### src/rtl/gpio_bank_pkg.sv
package gpio_bank_pkg;

    localparam int unsigned WORD_W = 32;
    localparam int unsigned HALF_W = 16;

    // Register offsets and per-bank strides
    localparam int unsigned OFS_DATA_LO   = 'h000;
    localparam int unsigned OFS_DATA_HI   = 'h004;
    localparam int unsigned STRIDE_DATA   = 8;
    localparam int unsigned OFS_PIN_STATE = 'h060;
    localparam int unsigned STRIDE_STATE  = 4;
    localparam int unsigned OFS_DIR       = 'h204;
    localparam int unsigned OFS_DRIVE_EN  = 'h208;
    localparam int unsigned STRIDE_CFG    = 'h40;

    typedef enum logic [2:0] {
        REG_NONE,
        REG_DATA_LO,
        REG_DATA_HI,
        REG_PIN_STATE,
        REG_DIR,
        REG_DRIVE_EN
    } gpio_reg_e;

    // Architectural state of one bank, full word wide; unimplemented bits stay 0
    typedef struct packed {
        logic [WORD_W-1:0] drive_val;
        logic [WORD_W-1:0] dir;
        logic [WORD_W-1:0] drive_en;
    } gpio_cfg_t;

    // Keep-mask merge: keep bit 1 holds the current bit, 0 takes the new one
    function automatic logic [HALF_W-1:0] masked_merge(
        input logic [HALF_W-1:0] cur,
        input logic [WORD_W-1:0] word
    );
        logic [HALF_W-1:0] keep;
        keep = word[WORD_W-1:HALF_W];
        return (cur & keep) | (word[HALF_W-1:0] & ~keep);
    endfunction

    function automatic logic [WORD_W-1:0] impl_mask(input int unsigned pins);
        logic [WORD_W-1:0] m;
        for (int unsigned b = 0; b < WORD_W; b++) m[b] = (b < pins);
        return m;
    endfunction

endpackage

### src/rtl/gpio_bank_decode.sv
module gpio_bank_decode
    import gpio_bank_pkg::*;
#(
    parameter int unsigned ADDR_W   = 12,
    parameter int unsigned BANK_IDX = 0
) (
    input  logic [ADDR_W-1:0] addr,
    output gpio_reg_e         sel
);
    localparam logic [ADDR_W-1:0] A_LO    = ADDR_W'(OFS_DATA_LO   + STRIDE_DATA  * BANK_IDX);
    localparam logic [ADDR_W-1:0] A_HI    = ADDR_W'(OFS_DATA_HI   + STRIDE_DATA  * BANK_IDX);
    localparam logic [ADDR_W-1:0] A_STATE = ADDR_W'(OFS_PIN_STATE + STRIDE_STATE * BANK_IDX);
    localparam logic [ADDR_W-1:0] A_DIR   = ADDR_W'(OFS_DIR       + STRIDE_CFG   * BANK_IDX);
    localparam logic [ADDR_W-1:0] A_EN    = ADDR_W'(OFS_DRIVE_EN  + STRIDE_CFG   * BANK_IDX);

    always_comb begin
        sel = REG_NONE;
        if      (addr == A_LO)    sel = REG_DATA_LO;
        else if (addr == A_HI)    sel = REG_DATA_HI;
        else if (addr == A_STATE) sel = REG_PIN_STATE;
        else if (addr == A_DIR)   sel = REG_DIR;
        else if (addr == A_EN)    sel = REG_DRIVE_EN;
    end
endmodule

### src/rtl/gpio_bank_sync.sv
module gpio_bank_sync #(
    parameter int unsigned WIDTH  = 32,
    parameter int unsigned STAGES = 2
) (
    input  logic             clk,
    input  logic             rst,
    input  logic [WIDTH-1:0] d,
    output logic [WIDTH-1:0] q
);
    logic [WIDTH-1:0] stage_q [STAGES];

    for (genvar s = 0; s < STAGES; s++) begin : g_stage
        always_ff @(posedge clk) begin
            if (rst) stage_q[s] <= '0;
            else if (s == 0) stage_q[s] <= d;
            else stage_q[s] <= stage_q[(s == 0) ? 0 : s-1];
        end
    end

    assign q = stage_q[STAGES-1];
endmodule

### src/rtl/gpio_bank_regs.sv
module gpio_bank_regs
    import gpio_bank_pkg::*;
#(
    parameter int unsigned NUM_PINS = 32
) (
    input  logic              clk,
    input  logic              rst,
    input  logic              wr_en,
    input  gpio_reg_e         sel,
    input  logic [WORD_W-1:0] wdata,
    output gpio_cfg_t         cfg
);
    localparam logic [WORD_W-1:0] IMPL = impl_mask(NUM_PINS);

    gpio_cfg_t cfg_nxt;

    always_comb begin
        cfg_nxt = cfg;
        if (wr_en) begin
            unique case (sel)
                REG_DATA_LO:  cfg_nxt.drive_val = {cfg.drive_val[WORD_W-1:HALF_W],
                                                   masked_merge(cfg.drive_val[HALF_W-1:0], wdata)};
                REG_DATA_HI:  cfg_nxt.drive_val = {masked_merge(cfg.drive_val[WORD_W-1:HALF_W], wdata),
                                                   cfg.drive_val[HALF_W-1:0]};
                REG_DIR:      cfg_nxt.dir       = wdata;
                REG_DRIVE_EN: cfg_nxt.drive_en  = wdata;
                default: ;
            endcase
        end
        cfg_nxt.drive_val &= IMPL;
        cfg_nxt.dir       &= IMPL;
        cfg_nxt.drive_en  &= IMPL;
    end

    always_ff @(posedge clk) begin
        if (rst) cfg <= '0;
        else     cfg <= cfg_nxt;
    end

    AST_LO_KEEP_HOLDS: assert property (@(posedge clk) disable iff (rst)
        (wr_en && sel == REG_DATA_LO) |=>
        (((cfg.drive_val ^ $past(cfg.drive_val)) & {16'h0, $past(wdata[31:16])}) == '0));
    AST_LO_SPARES_HI: assert property (@(posedge clk) disable iff (rst)
        (wr_en && sel == REG_DATA_LO) |=> $stable(cfg.drive_val[31:16]));
    AST_HI_KEEP_HOLDS: assert property (@(posedge clk) disable iff (rst)
        (wr_en && sel == REG_DATA_HI) |=>
        (((cfg.drive_val ^ $past(cfg.drive_val)) & {$past(wdata[31:16]), 16'h0}) == '0));
    AST_HI_SPARES_LO: assert property (@(posedge clk) disable iff (rst)
        (wr_en && sel == REG_DATA_HI) |=> $stable(cfg.drive_val[15:0]));
endmodule

### src/rtl/gpio_bank_ctrl.sv
module gpio_bank_ctrl
    import gpio_bank_pkg::*;
#(
    parameter int unsigned NUM_PINS = 32,
    parameter int unsigned BANK_IDX = 0,
    parameter int unsigned ADDR_W   = 12
) (
    input  logic                clk,
    input  logic                rst,
    input  logic [ADDR_W-1:0]   bus_addr,
    input  logic                bus_wr,
    input  logic [31:0]         bus_wdata,
    output logic [31:0]         bus_rdata,
    input  logic [NUM_PINS-1:0] pin_in,
    output logic [NUM_PINS-1:0] pin_out,
    output logic [NUM_PINS-1:0] pin_oe
);
    localparam logic [WORD_W-1:0] IMPL = impl_mask(NUM_PINS);

    gpio_reg_e           sel;
    gpio_cfg_t           cfg;
    logic [NUM_PINS-1:0] pin_sync;

    gpio_bank_decode #(.ADDR_W(ADDR_W), .BANK_IDX(BANK_IDX)) u_decode (
        .addr (bus_addr),
        .sel  (sel)
    );

    gpio_bank_regs #(.NUM_PINS(NUM_PINS)) u_regs (
        .clk   (clk),
        .rst   (rst),
        .wr_en (bus_wr),
        .sel   (sel),
        .wdata (bus_wdata),
        .cfg   (cfg)
    );

    gpio_bank_sync #(.WIDTH(NUM_PINS), .STAGES(2)) u_sync (
        .clk (clk),
        .rst (rst),
        .d   (pin_in),
        .q   (pin_sync)
    );

    assign pin_out = cfg.drive_val[NUM_PINS-1:0];
    assign pin_oe  = cfg.dir[NUM_PINS-1:0] & cfg.drive_en[NUM_PINS-1:0];

    always_comb begin
        unique case (sel)
            REG_PIN_STATE: bus_rdata = WORD_W'(pin_sync);
            REG_DIR:       bus_rdata = cfg.dir;
            REG_DRIVE_EN:  bus_rdata = cfg.drive_en;
            default:       bus_rdata = '0;
        endcase
    end

    AST_UNIMPL_READS_ZERO: assert property (@(posedge clk) disable iff (rst)
        (bus_rdata & ~IMPL) == '0);
    AST_OE_RISE_AFTER_WRITE: assert property (@(posedge clk) disable iff (rst)
        ((pin_oe & ~$past(pin_oe)) != '0) |-> $past(bus_wr));
    AST_IDLE_HOLDS_STATE: assert property (@(posedge clk) disable iff (rst)
        !bus_wr |=> ($stable(pin_out) && $stable(pin_oe)));
    AST_STRAY_WRITE_HOLDS: assert property (@(posedge clk) disable iff (rst)
        (bus_wr && sel == REG_NONE) |=> ($stable(pin_out) && $stable(pin_oe)));
endmodule

### config.mk
export PLATFORM = sky130hd
export DESIGN_NAME = gpio_bank_ctrl
export DESIGN_NICKNAME = d
export VERILOG_FILES = /design/src/rtl/gpio_bank_pkg.sv /design/src/rtl/gpio_bank_decode.sv /design/src/rtl/gpio_bank_sync.sv /design/src/rtl/gpio_bank_regs.sv /design/src/rtl/gpio_bank_ctrl.sv
export SDC_FILE = /design/constraint.sdc
export NUM_CORES = 1
export LEC_CHECK = 0
export BUFFER_PORTS_ARGS = -buffer_cell sky130_fd_sc_hd__buf_2
export CORE_ASPECT_RATIO = 0.7
export CORE_MARGIN = 2
export CORE_UTILIZATION = 35
export DETAILED_ROUTE_END_ITERATION = 6
export GPL_ROUTABILITY_DRIVEN = 0
export PLACE_DENSITY = 0.58
export RECOVER_POWER = 100
export SETUP_SLACK_MARGIN = 0.05
export SYNTH_ARGS = -nofsm -noshare
export SYNTH_HDL_FRONTEND = slang
export SYNTH_HIERARCHICAL = 1
export SYNTH_SLANG_ARGS = --single-unit
export TNS_END_PERCENT = 100
### constraint.sdc
create_clock -name clk -period 4.03 [get_ports clk]
set_input_delay 0.2015 -clock clk [delete_from_list [all_inputs] [get_ports clk]]
set_output_delay 0.2015 -clock clk [all_outputs]
set_load 0.1 [all_outputs]
Yosys cells after proc, flatten, opt, wreduce, memory -nomap -nowiden:

Memories as Yosys holds them, arrays and structs flattened.
Index checks and enable logic that the tools add are counted.

* flip-flop bits (word level): 96
* bits in writable memories: 64
* input port bits: 79
* output and inout port bits: 96
* word-level logic and storage cells: 42
* memories kept: 1

* eq/ne operators: 9
* mux-type cells: 12
* bitwise logic cells: 11
* reduce and logical (&&, ||, !) cells: 5

Memory list
* u_sync.stage_q: depth 2, bits a word 32, rd ports 2, clocked after memory_dff 0, wr ports 2, RTL line gpio_bank_sync.sv:10 `logic [WIDTH-1:0] stage_q [STAGES];`

Operator list (number)
* one-hot mux 32 bit (3 select lines): 1
* two-way mux 32 bit: 2
* one-hot mux 32 bit (2 select lines): 1
* AND 16 bit: 3
* AND 32 bit: 1
* OR 16 bit: 2
* == test 12 x 10 -> 1 bit (second input constant): 2
* NOT 16 bit: 1
* two-way mux 3 bit: 5
* == test 12 x 3 -> 1 bit (second input constant): 1
* == test 12 x 7 -> 1 bit (second input constant): 1
* logical NOT 12 bit: 1
* == test 3 x 2 -> 1 bit (second input constant): 2
* == test 3 bit (second input constant): 2
* AND reduction 3 bit: 2
* AND reduction 2 bit: 2
* == test 3 x 1 -> 1 bit (second input constant): 1
* two-way mux 1 bit: 3
* NOT 1 bit: 2
* OR 1 bit: 2

Logic depth before layout (Yosys ltp):

* depth in word-level cells: 9
* depth in mapped cells: 8
* gate-level depth less buffers: 6

By module:

Netlist, hierarchy kept.

Modules (own cells, without submodules)
* gpio_bank_regs: times used 1, cells each 437, area an instance 3738.6 um^2, sequential area each 1921.8 um^2
* gpio_bank_sync: times used 1, cells each 135, area an instance 1918.1 um^2, sequential area each 1281.2 um^2
* gpio_bank_ctrl: times used 1, cells each 109, area an instance 1108.6 um^2, sequential area each 0.0 um^2
* gpio_bank_decode: times used 1, cells each 14, area an instance 100.1 um^2, sequential area each 0.0 um^2

Worst setup path after synthesis:

Ideal clock, no wire load.

* path type: input to output
* start point: input port bus_addr[7]
* end point: output port bus_rdata[26]
* arrival: 2.658 ns
* data required time: 3.828 ns
* path slack: 1.171 ns
* stages on the path: 6
* path buffers: 1
* path through: nor4_2 > nand2_1 > nor3_1 > buf_6 > mux2i_1 > o2bb2ai_1

* longest elaborated chain between the ends: 8
* elaborated cells between the ends (all ways): 14
* classes of those cells: eq/ne: 7; mux: 6; reduce/logical: 1

RTL lines
* from (decl): RTL line gpio_bank_ctrl.sv:10 `input logic [ADDR_W-1:0] bus_addr,`
* == test 12 x 10 -> 1 bit: RTL line gpio_bank_decode.sv:22 `else if (addr == A_EN) sel = REG_DRIVE_EN;`
* two-way mux 3 bit: RTL line gpio_bank_decode.sv:22
* two-way mux 3 bit: RTL line gpio_bank_decode.sv:21 `else if (addr == A_DIR) sel = REG_DIR;`
* two-way mux 3 bit: RTL line gpio_bank_decode.sv:20 `else if (addr == A_STATE) sel = REG_PIN_STATE;`
* two-way mux 3 bit: RTL line gpio_bank_decode.sv:19 `else if (addr == A_HI) sel = REG_DATA_HI;`
* two-way mux 3 bit *: RTL line gpio_bank_decode.sv:18 `if (addr == A_LO) sel = REG_DATA_LO;`
* named net sel[0]: RTL line gpio_bank_ctrl.sv:20 `gpio_reg_e sel;`
* == test 3 bit / == test 3 x 2 -> 1 bit (equally long branches): RTL line gpio_bank_ctrl.sv:49 `unique case (sel)`
* one-hot mux 32 bit (3 select lines) *: RTL line gpio_bank_ctrl.sv:49
* to (decl): RTL line gpio_bank_ctrl.sv:13 `output logic [31:0] bus_rdata,`

Mark *: on every way through the listed nets, which the timed path passes. The rest lies on a longest branch.

Final worst setup path:

* start point: input port bus_addr[7]
* end point: output port bus_rdata[27]

Same word-level chain as after synthesis.

==> impl_metrics.env <==
export IMPL_reg2reg_slack_ns=3.21
export IMPL_critPathLaunch="bus_addr[7]"
export IMPL_insertion_delay_ns=0.41
export IMPL_fin_worst_skew_ns=0.00609
export IMPL_dp_cells=1092
export IMPL_powerDensity_mw_per_mm2=392
export IMPL_drc_errors=0
export IMPL_cp_max_fo=38
export IMPL_grt_use_total_pct=17.7
export IMPL_cts_tree="yes"
export IMPL_crit_required_ns=3.83
export IMPL_worstPathArrival_ns=3.07
export IMPL_grt_overflow_total=0
export IMPL_grt_max_degree=121
export IMPL_grt_pass1_wl_um=27700
export IMPL_ys_seq_elements=160
export IMPL_failed_checks="max-capacitance violations, max-slew violations"
export IMPL_setup_tns_ns=0
export IMPL_die_area_mm2=0.0208
export IMPL_cts_clk_slew_worst_paths_ns=0.06
export IMPL_reg2reg_depth=3
export IMPL_grt_pass1_vias=4852
export IMPL_endpoint_kind="output pin"
export IMPL_post_cts_buffers=0
export IMPL_dr_pass1_iters=4
export IMPL_io_pins=175
export IMPL_chipHeight_um=121
export IMPL_antenna_found_initial=2
export IMPL_max_clock_path_buffers=2
export IMPL_ys_types=32
export IMPL_dp_hpwl_um=12700
export IMPL_yosysWarningCount=6
export IMPL_peakVddDrop_v=0.000220
export IMPL_yosysSeqAreaShare_pct=46.7
export IMPL_cts_htree_levels=4
export IMPL_drtAntennaViolNets=0
export IMPL_cp_start_kind="primary input"
export IMPL_hold_class="in -> reg"
export IMPL_die_x_um=171
export IMPL_syn_to_final_growth_pct=24.5
export IMPL_instances_no_fill=1156
export IMPL_leakagePower_nw=3.15
export IMPL_root_buffer="clkbuf_16"
export IMPL_vias=5252
export IMPL_drt_total_wl_um=18400
export IMPL_worst_slew_pin_slew_ns=2.51
export IMPL_timing_max_slew_rel_slack_pct=-67.0
export IMPL_drt_first_iter_violations=346
export IMPL_reg2reg_from="u_regs/cfg[94]"
export IMPL_io_buffers=174
export IMPL_ctsResizeCount=0
export IMPL_slew_violations=181
export IMPL_syn_num_nets=774
export IMPL_rsz0062_at_grt="false"
export IMPL_min_delay_start="pin_in[16]"
export IMPL_place_area_mm2=0.00778
export IMPL_cts_hold_buffers=31
export IMPL_post_route_min_period_ns=3.27
export IMPL_synth_cells=695
export IMPL_setup_viol=0
export IMPL_placeableCoreArea_mm2=0.0191
export IMPL_drive_gt1_share_pct=27.3
export IMPL_path_class="in -> out"
export IMPL_wl_per_cell_um=15.9
export IMPL_maxCapViolCount=3
export IMPL_num_rows=42
export IMPL_syn_area_mm2=0.00687
export IMPL_clock_fmax_ghz=0.306
export IMPL_reg2reg_to="u_regs/cfg[94]"
export IMPL_outcome="finished with violations"
export IMPL_cts_sinks=160
export IMPL_final_nets=957
export IMPL_cts_buffers=17
export IMPL_finalInstanceArea_mm2=0.00855
export IMPL_initial_utilization_pct=36.0
export IMPL_critical_path_endpoint="bus_rdata[27]"
export IMPL_avgSynthCellArea_um2=9.88
export IMPL_routed_via_density=4.54
export IMPL_fin_crit_sh_pct=81.2
export IMPL_hold_viol=0
## worst max-delay path, cell delays in order
cell and delay, ns:
buf_2 0.10, nor4_1 0.30, nand2_1 0.16, nor3_1 0.27
clkbuf_2 1.00, mux2i_1 0.29, o2bb2ai_1 0.25, clkbuf_2 0.49
## registers in the layout, indices dropped and copies added (netlist names)
register        cells
u_regs/cfg         96
u_sync/stage_q     64
## logic make-up (layout without fill, tap and decap cells)
kind of cell / Yosys count / count (layout) / synth area share, %
mux: 48 / 48 / 7.00
flops: 160 / 160 / 46.7
other cells: 0 / 1 / 0
xor+xnor: 2 / 2 / 0.255
buf+inv: 49 / 245 / 5.38
simple gates: 306 / 306 / 26.2
compound gates: 130 / 130 / 14.5
## how the worst min path moves through the flow
stage,to,slack [ns],cells past startpoint
6_report,u_sync/stage_q[0][16],0.03,2
2_1_floorplan,u_regs/cfg[80],0.30,1
4_1_cts,u_sync/stage_q[0][16],0.003,2
3_3_place_gp,u_sync/stage_q[0][26],0.41,2
5_1_grt,u_sync/stage_q[0][16],0.03,2
3_5_place_dp,u_sync/stage_q[0][6],0.41,2
## metal layers
layer  GRT usage [%]  part of all wire, %  vias to the layer above
met4            3.97                 0.46                        4
li1                -                    -                     2686
met5               0                 0.11                        -
met3            5.90                  8.6                       10
met1            25.8                   49                     2393
met2            25.0                   42                      159
## cell usage after synthesis (all sizes together)
cell,number,area (um2)
a21oi,66,330
o2bb2ai,32,468
o31ai,16,120
xor2,1,8.76
nand2,129,484
o21ai,16,80.1
nor2b,81,664
and2,32,200
nand3,1,5.00
nand4b,1,8.76
nand4bb,2,22.5
and3b,2,17.5
dfxtp,160,3200
nor4,2,25.0
buf,35,305
xnor2,1,8.76
and4b,1,10.0
nand2b,48,300
nor2,2,7.51
mux2i,48,480
nor3,2,10.0
clkbuf,14,63.8
and4bb,3,41.3
## where the power goes
group          internal, mW  switching (mW)
registers              1.61         0.00885
clock network         0.879           0.678
logic                0.0844          0.0856
total                  2.57           0.772
## layout make-up
| class | instances | area (um2) |
|---|---|---|
| diodes | 1 | 2.50 |
| clock inverters | 13 | 126 |
| fillers | 1885 | 10500 |
| clock buffers | 19 | 443 |
| repair buffers | 213 | 1150 |
| multi-input cells | 486 | 3290 |
| well taps | 264 | 330 |
| flip-flops and latches | 160 | 3200 |
## through the flow
step / worst slack [ns] / hold slack (ns) / power, mW / utilization (%)
floorplan: 1.17 / 0.303 / 1.73 / -
CTS: 0.997 / 0.00268 / 3.40 / 45.4
global placement: 1.08 / 0.411 / 1.80 / 40.8
finish: 0.757 / 0.0261 / 3.35 / 44.8
global route: 0.446 / 0.0284 / 3.47 / 44.8
detailed placement: 1.02 / 0.412 / 1.80 / 40.8
## layout by cell type (no fill, tap or decap), types with 3 or more instances in the layout
cell and count:
o31ai_1 16, clkinvlp_4 3, buf_4 5, nor2b_1 20, nand2_1 129, buf_2 103
dfxtp_1 160, o21ai_0 16, dlygate4sd3_1 31, mux2i_1 48, a21oi_1 66, nor2b_2 60
o2bb2ai_2 30, clkbuf_2 7, inv_6 4, clkbuf_16 17, and2_1 32, nand2b_1 47
clkbuf_1 68
(Power assumes the default switching activity.)
